<file path="src/rtl/prio_enc_pkg.sv">
package prio_enc_pkg;

    // Width of an index able to address n lines, never below one bit.
    function automatic int idx_width(input int n);
        int w;
        w = 1;
        while ((1 << w) < n) w++;
        return w;
    endfunction

endpackage

</file>
<file path="src/rtl/req_qual.sv">
// Turns raw request lines into per-line "active" flags according to
// polarity, level/edge mode and the start-up history rule.
module req_qual #(
    parameter int N_IN              = 8,
    parameter bit ACT_HIGH          = 1'b1,
    parameter bit EDGE_MODE         = 1'b0,
    parameter bit START_FROM_SAMPLE = 1'b1,
    parameter bit START_LEVEL       = 1'b0
) (
    input  logic            clk_i,
    input  logic            rst_i,
    input  logic [N_IN-1:0] req_i,
    output logic [N_IN-1:0] act_o
);
    localparam logic START_NORM = ACT_HIGH ? START_LEVEL : ~START_LEVEL;

    typedef struct packed {
        logic [N_IN-1:0] hist;
        logic            init;
    } qual_st_t;

    qual_st_t st_d, st_q;
    logic [N_IN-1:0] lvl;
    logic [N_IN-1:0] prev_lvl;

    always_comb begin
        lvl = ACT_HIGH ? req_i : ~req_i;
        if (st_q.init)
            prev_lvl = st_q.hist;
        else if (START_FROM_SAMPLE)
            prev_lvl = lvl;
        else
            prev_lvl = {N_IN{START_NORM}};
        act_o = EDGE_MODE ? (lvl & ~prev_lvl) : lvl;
        st_d.hist = lvl;
        st_d.init = 1'b1;
    end

    always_ff @(posedge clk_i) begin
        if (rst_i) begin
            st_q.hist <= '0;
            st_q.init <= 1'b0;
        end else begin
            st_q <= st_d;
        end
    end

    // An edge-mode line already at the active level last sample is never active now.
    assert_edge_only_R4: assert property (@(posedge clk_i) disable iff (rst_i)
        (EDGE_MODE && st_q.init) |-> ((act_o & $past(lvl)) == '0))
        else $error("edge mode reported a resting line");

    // First sample after reset is quiet when history comes from that sample.
    assert_first_quiet_R8: assert property (@(posedge clk_i) disable iff (rst_i)
        (EDGE_MODE && START_FROM_SAMPLE && !st_q.init) |-> (act_o == '0))
        else $error("edge on first sample");

endmodule

</file>
<file path="src/rtl/prio_find.sv">
// Finds the lowest-numbered active line.
module prio_find #(
    parameter int N_IN  = 8,
    parameter int IDX_W = 3
) (
    input  logic [N_IN-1:0]  act_i,
    output logic             hit_o,
    output logic [IDX_W-1:0] idx_o
);
    always_comb begin
        hit_o = 1'b0;
        idx_o = '0;
        for (int i = N_IN - 1; i >= 0; i--) begin
            if (act_i[i]) begin
                hit_o = 1'b1;
                idx_o = IDX_W'(i);
            end
        end
    end

    logic [N_IN-1:0] below_mask;
    always_comb begin
        below_mask = (N_IN'(1) << idx_o) - N_IN'(1);
        if (hit_o) begin
            assert_first_R1: assert (act_i[idx_o] && ((act_i & below_mask) == '0))
                else $error("winner is not the lowest active line");
        end
    end

endmodule

</file>
<file path="src/rtl/code_map.sv">
// Converts a line index into the reported code: raw index or table entry.
module code_map #(
    parameter int                     N_IN      = 8,
    parameter int                     IDX_W     = 3,
    parameter int                     OUT_W     = 8,
    parameter bit                     USE_MAP   = 1'b0,
    parameter logic [N_IN*OUT_W-1:0]  MAP_TABLE = '0
) (
    input  logic [IDX_W-1:0]        idx_i,
    output logic signed [OUT_W-1:0] code_o
);
    generate
        if (USE_MAP) begin : g_table
            logic [OUT_W-1:0] entries [N_IN];
            for (genvar i = 0; i < N_IN; i++) begin : g_ent
                assign entries[i] = MAP_TABLE[i*OUT_W +: OUT_W];
            end
            always_comb begin
                code_o = '0;
                for (int i = 0; i < N_IN; i++) begin
                    if (idx_i == IDX_W'(i)) code_o = entries[i];
                end
            end
        end else begin : g_raw
            assign code_o = OUT_W'(idx_i);
        end
    endgenerate

endmodule

</file>
<file path="src/rtl/prio_sel_enc.sv">
module prio_sel_enc #(
    parameter int                     N_IN              = 8,
    parameter int                     OUT_W             = 8,
    parameter int                     IDLE_CODE         = -1,
    parameter bit                     ACT_HIGH          = 1'b1,
    parameter bit                     EDGE_MODE         = 1'b0,
    parameter bit                     HOLD_MODE         = 1'b0,
    parameter bit                     START_FROM_SAMPLE = 1'b1,
    parameter bit                     START_LEVEL       = 1'b0,
    parameter bit                     USE_MAP           = 1'b0,
    parameter logic [N_IN*OUT_W-1:0]  MAP_TABLE         = '0
) (
    input  logic                    clk_i,
    input  logic                    rst_i,
    input  logic [N_IN-1:0]         req_i,
    output logic signed [OUT_W-1:0] code_o
);
    localparam int IDX_W = prio_enc_pkg::idx_width(N_IN);
    localparam logic signed [OUT_W-1:0] IDLE_C = OUT_W'(IDLE_CODE);

    logic [N_IN-1:0]         act;
    logic                    hit;
    logic [IDX_W-1:0]        idx;
    logic signed [OUT_W-1:0] code;

    req_qual #(
        .N_IN(N_IN), .ACT_HIGH(ACT_HIGH), .EDGE_MODE(EDGE_MODE),
        .START_FROM_SAMPLE(START_FROM_SAMPLE), .START_LEVEL(START_LEVEL)
    ) u_qual (
        .clk_i(clk_i), .rst_i(rst_i), .req_i(req_i), .act_o(act)
    );

    prio_find #(.N_IN(N_IN), .IDX_W(IDX_W)) u_find (
        .act_i(act), .hit_o(hit), .idx_o(idx)
    );

    code_map #(
        .N_IN(N_IN), .IDX_W(IDX_W), .OUT_W(OUT_W),
        .USE_MAP(USE_MAP), .MAP_TABLE(MAP_TABLE)
    ) u_map (
        .idx_i(idx), .code_o(code)
    );

    typedef struct packed {
        logic signed [OUT_W-1:0] out;
        logic signed [OUT_W-1:0] held;
    } enc_st_t;

    enc_st_t st_d, st_q;

    always_comb begin
        st_d = st_q;
        if (hit) begin
            st_d.out  = code;
            st_d.held = code;
        end else begin
            st_d.out = HOLD_MODE ? st_q.held : IDLE_C;
        end
    end

    always_ff @(posedge clk_i) begin
        if (rst_i) begin
            st_q.out  <= IDLE_C;
            st_q.held <= IDLE_C;
        end else begin
            st_q <= st_d;
        end
    end

    assign code_o = st_q.out;

    assert_idle_code_R2: assert property (@(posedge clk_i) disable iff (rst_i)
        (!HOLD_MODE && !hit) |=> (code_o == IDLE_C))
        else $error("idle code missing");

    assert_hold_last_R7: assert property (@(posedge clk_i) disable iff (rst_i)
        (HOLD_MODE && !hit) |=> $stable(code_o))
        else $error("held selection changed");

    assert_one_cycle_R10: assert property (@(posedge clk_i) disable iff (rst_i)
        hit |=> (code_o == $past(code)))
        else $error("result not registered one cycle later");

    assert_reset_idle_R11: assert property (@(posedge clk_i) disable iff (rst_i)
        $past(rst_i) |-> (code_o == IDLE_C))
        else $error("reset did not load idle code");

endmodule

</file>
<file path="config.mk">
export PLATFORM = sky130hd
export DESIGN_NAME = prio_sel_enc
export DESIGN_NICKNAME = d
export VERILOG_FILES = /design/src/rtl/prio_enc_pkg.sv /design/src/rtl/req_qual.sv /design/src/rtl/prio_find.sv /design/src/rtl/code_map.sv /design/src/rtl/prio_sel_enc.sv
export SDC_FILE = /design/constraint.sdc
export NUM_CORES = 1
export LEC_CHECK = 0
export BUFFER_PORTS_ARGS = -buffer_cell sky130_fd_sc_hd__buf_2
export CORE_AREA = 5 5 42 44
export CTS_BUF_LIST = sky130_fd_sc_hd__clkbuf_16
export DETAILED_ROUTE_END_ITERATION = 16
export DIE_AREA = 0 0 47 49
export PLACE_DENSITY = 0.41
export SYNTH_ARGS = -nofsm -noshare
export SYNTH_HDL_FRONTEND = slang
export SYNTH_SLANG_ARGS = --single-unit
</file>
<file path="constraint.sdc">
create_clock -name clk_i -period 0.8 [get_ports clk_i]
set_clock_uncertainty 0.15 [all_clocks]
set_input_delay 0.08 -clock clk_i [delete_from_list [all_inputs] [get_ports clk_i]]
set_output_delay 0.08 -clock clk_i [all_outputs]
set_load 0.02 [all_outputs]
</file>
==> flow_metrics.env <==
export IMPL_status="finished, violations left"
export IMPL_violations="negative hold slack, negative setup slack"
export IMPL_numClockSinks=4
export IMPL_period_share_pct=117.9
export IMPL_drtIter0Drc=2
export IMPL_hold_viol_final=4
export IMPL_slew_violations=0
export IMPL_cellPowerDensity_mw_per_mm2=2758
export IMPL_path_depth=1
export IMPL_dieArea_mm2=0.002303
export IMPL_cap_violations=0
export IMPL_met1_usage_pct=5.714
export IMPL_synth_seq_area_share_pct=39.51
export IMPL_p_clk_share_pct=67.4
export IMPL_critPathKind="flip-flop to output port"
export IMPL_multiInputGateArea_um2=81.33
export IMPL_drc=0
export IMPL_min_path_cells=2
export IMPL_critPathLaunchType="flip-flop"
export IMPL_first_global_vias=223
export IMPL_finalPower_uw=1132
export IMPL_io_pins=18
export IMPL_syn2layout_area_growth_pct=102.5
export IMPL_synth_area_leaders="dfxtp_1 40%, buf_4 15%, nor3_1 7.4%"
export IMPL_synth_top_cell_area_share_pct=39.51
export IMPL_hold_class="input port to flip-flop"
export IMPL_p_seq_share_pct=19.9
export IMPL_syn_cell_area_um2=202.7
export IMPL_crit_path_top_delay_cell="dfxtp_4"
export IMPL_root_buffer="clkbuf_16"
export IMPL_vias=219
export IMPL_min_period_ns=0.9434
export IMPL_top_usage_layer="met4"
export IMPL_critPathRequiredTime_ns=0.57
export IMPL_regArea_um2=87.58
export IMPL_clockBufferDepth=2
export IMPL_cp_buffers_inverters=1
export IMPL_synth_seq_cells=4
export IMPL_viasPerCell=3.842
export IMPL_tightest_slew_ns=0.2541
export IMPL_wl_um=531
export IMPL_largest_register_ffs=4
export IMPL_swShare_pct=18.29
export IMPL_post_drt_wl_per_cell_um=9.316
export IMPL_end_kind="output port"
export IMPL_cpPeakStageDelay_ns=0.37
export IMPL_fmax_mhz=1060
export IMPL_clkTransAtPathRegs_ns=0.03
export IMPL_use_met3_pct=2.214
export IMPL_yosys_cell_types_count=13
export IMPL_final_fill_count=154
export IMPL_die_x_um=47
export IMPL_finalWorstSetupSlack_ns=-0.1434
export IMPL_grt_pass1_wl_um=821
export IMPL_cts_made_buffers=3
export IMPL_diodes=0
export IMPL_p_sw_uw=207.0
export IMPL_syn_inst=25
export IMPL_cp_arrival_ns=0.71
export IMPL_overflow=0
export IMPL_final_antenna_net_count=0
export IMPL_place_hpwl_um=460.5
export IMPL_grt_total_usage_pct=5.211
export IMPL_fp_dieH_um=49
export IMPL_placed_cells=54
export IMPL_synth_area_leader_cell="dfxtp_1"
export IMPL_core_area_mm2=0.001401
export IMPL_rsz0062_at_grt="true"
export IMPL_setup_violations=8
export IMPL_gp_congestion=0.7034
export IMPL_share_comb_of_total_power_pct=12.7
export IMPL_nNetsFinal=53
export IMPL_yosysWarnings=0
export IMPL_cellLeakagePower_uw=0.0001910
export IMPL_intPower_uw=924.9
export IMPL_synth_nets=35
export IMPL_firstDrtPassIters=2
export IMPL_grt_max_degree=6
export IMPL_drive_above_1_share_pct=60.98
export IMPL_relSlewSlack_pct=82.92
export IMPL_whs_ns=-0.08726
export IMPL_antenna_found_initial=0
export IMPL_core_rowCount=14
export IMPL_h_tree_depth=1
export IMPL_cts_tree="done"
export IMPL_cp_max_fo=5
export IMPL_avgSynthCellArea_um2=8.108
export IMPL_portBuffers=17
export IMPL_path_cells="buf_6"
export IMPL_use_met2_pct=6.109
export IMPL_critPathTopFamily="flip-flops"
export IMPL_fin_cells=57
export IMPL_max_vdd_ir_drop_uv=664.1
export IMPL_initial_core_util_pct=14.46
-- kinds of logic after synthesis --
family | count (synthesis) | synth area share, %
buf+inv | 7 | 20.37
simple gates | 10 | 27.16
flops | 4 | 39.51
compound gates | 4 | 12.96
-- metrics by stage --
step	setup WS [ns]	area, um2	util, %	setup TNS, ns	hold slack [ns]
2_1_floorplan	0.01654	203.9	-	0	0.02987
3_3_place_gp	-0.07549	279.0	19.91	-0.2028	0.1464
3_5_place_dp	-0.07934	279.0	19.91	-0.1980	0.1396
4_1_cts	-0.1492	389.1	27.77	-0.9775	-0.08764
5_1_grt	-0.1645	410.4	29.29	-1.072	-0.07416
6_report	-0.1434	410.4	29.29	-0.9404	-0.08726
-- cells in the mapped netlist (all sizes together) --
cell type  instances
nand2              2
o31ai              1
buf                4
nor3               3
o221ai             1
o21ai              1
dfxtp              4
a21oi              1
or2                1
nor2               2
nor4               2
inv                3
-- cell type report --
type / count / share of cell area, %
multi-input combinational: 14 / 19.82
clock buffer: 3 / 18.29
sequential: 4 / 21.34
timing repair buffer: 17 / 32.93
tap: 16 / 4.878
inverter: 3 / 2.744
-- per-layer routing --
layer	up-vias	part of all wire (%)
li1	114	-
met1	88	42
met2	17	40
met3	0	18
met4	0	0
met5	-	0
-- what timing repair did --
action	in CTS	in global routing
endpoints found under the hold margin	4	4
setup buffers	0	0
setup endpoints to repair	8	8
gates cloned	0	0
gates resized for setup	14	6
-- cell usage in the layout (no fill, tap or decap), drive strengths merged --
cell / count
buf: 17
dfxtp: 4
inv: 3
nor3: 3
clkbuf: 3
nand2: 2
nor2: 2
nor4: 2
or2: 1
o31ai: 1
a21oi: 1
o21ai: 1
o221ai: 1
-- worst paths after layout --
kind,start,to,slack (ns)
worst max-delay path,code_o[6],code_o[5],-0.14
worst min-delay path,rst_i,code_o[2],-0.09
-- power groups by stage --
| stage | logic [uW] | registers, uW | clock network (uW) |
|---|---|---|---|
| floorplan | 51.3 | 240 | 0 |
| global placement | 117 | 222 | 0 |
| detailed placement | 117 | 222 | 0 |
| CTS | 137 | 225 | 776 |
| global route | 154 | 227 | 787 |
| finish | 143 | 226 | 763 |
Note: power is estimated with default switching activity, not from simulation.
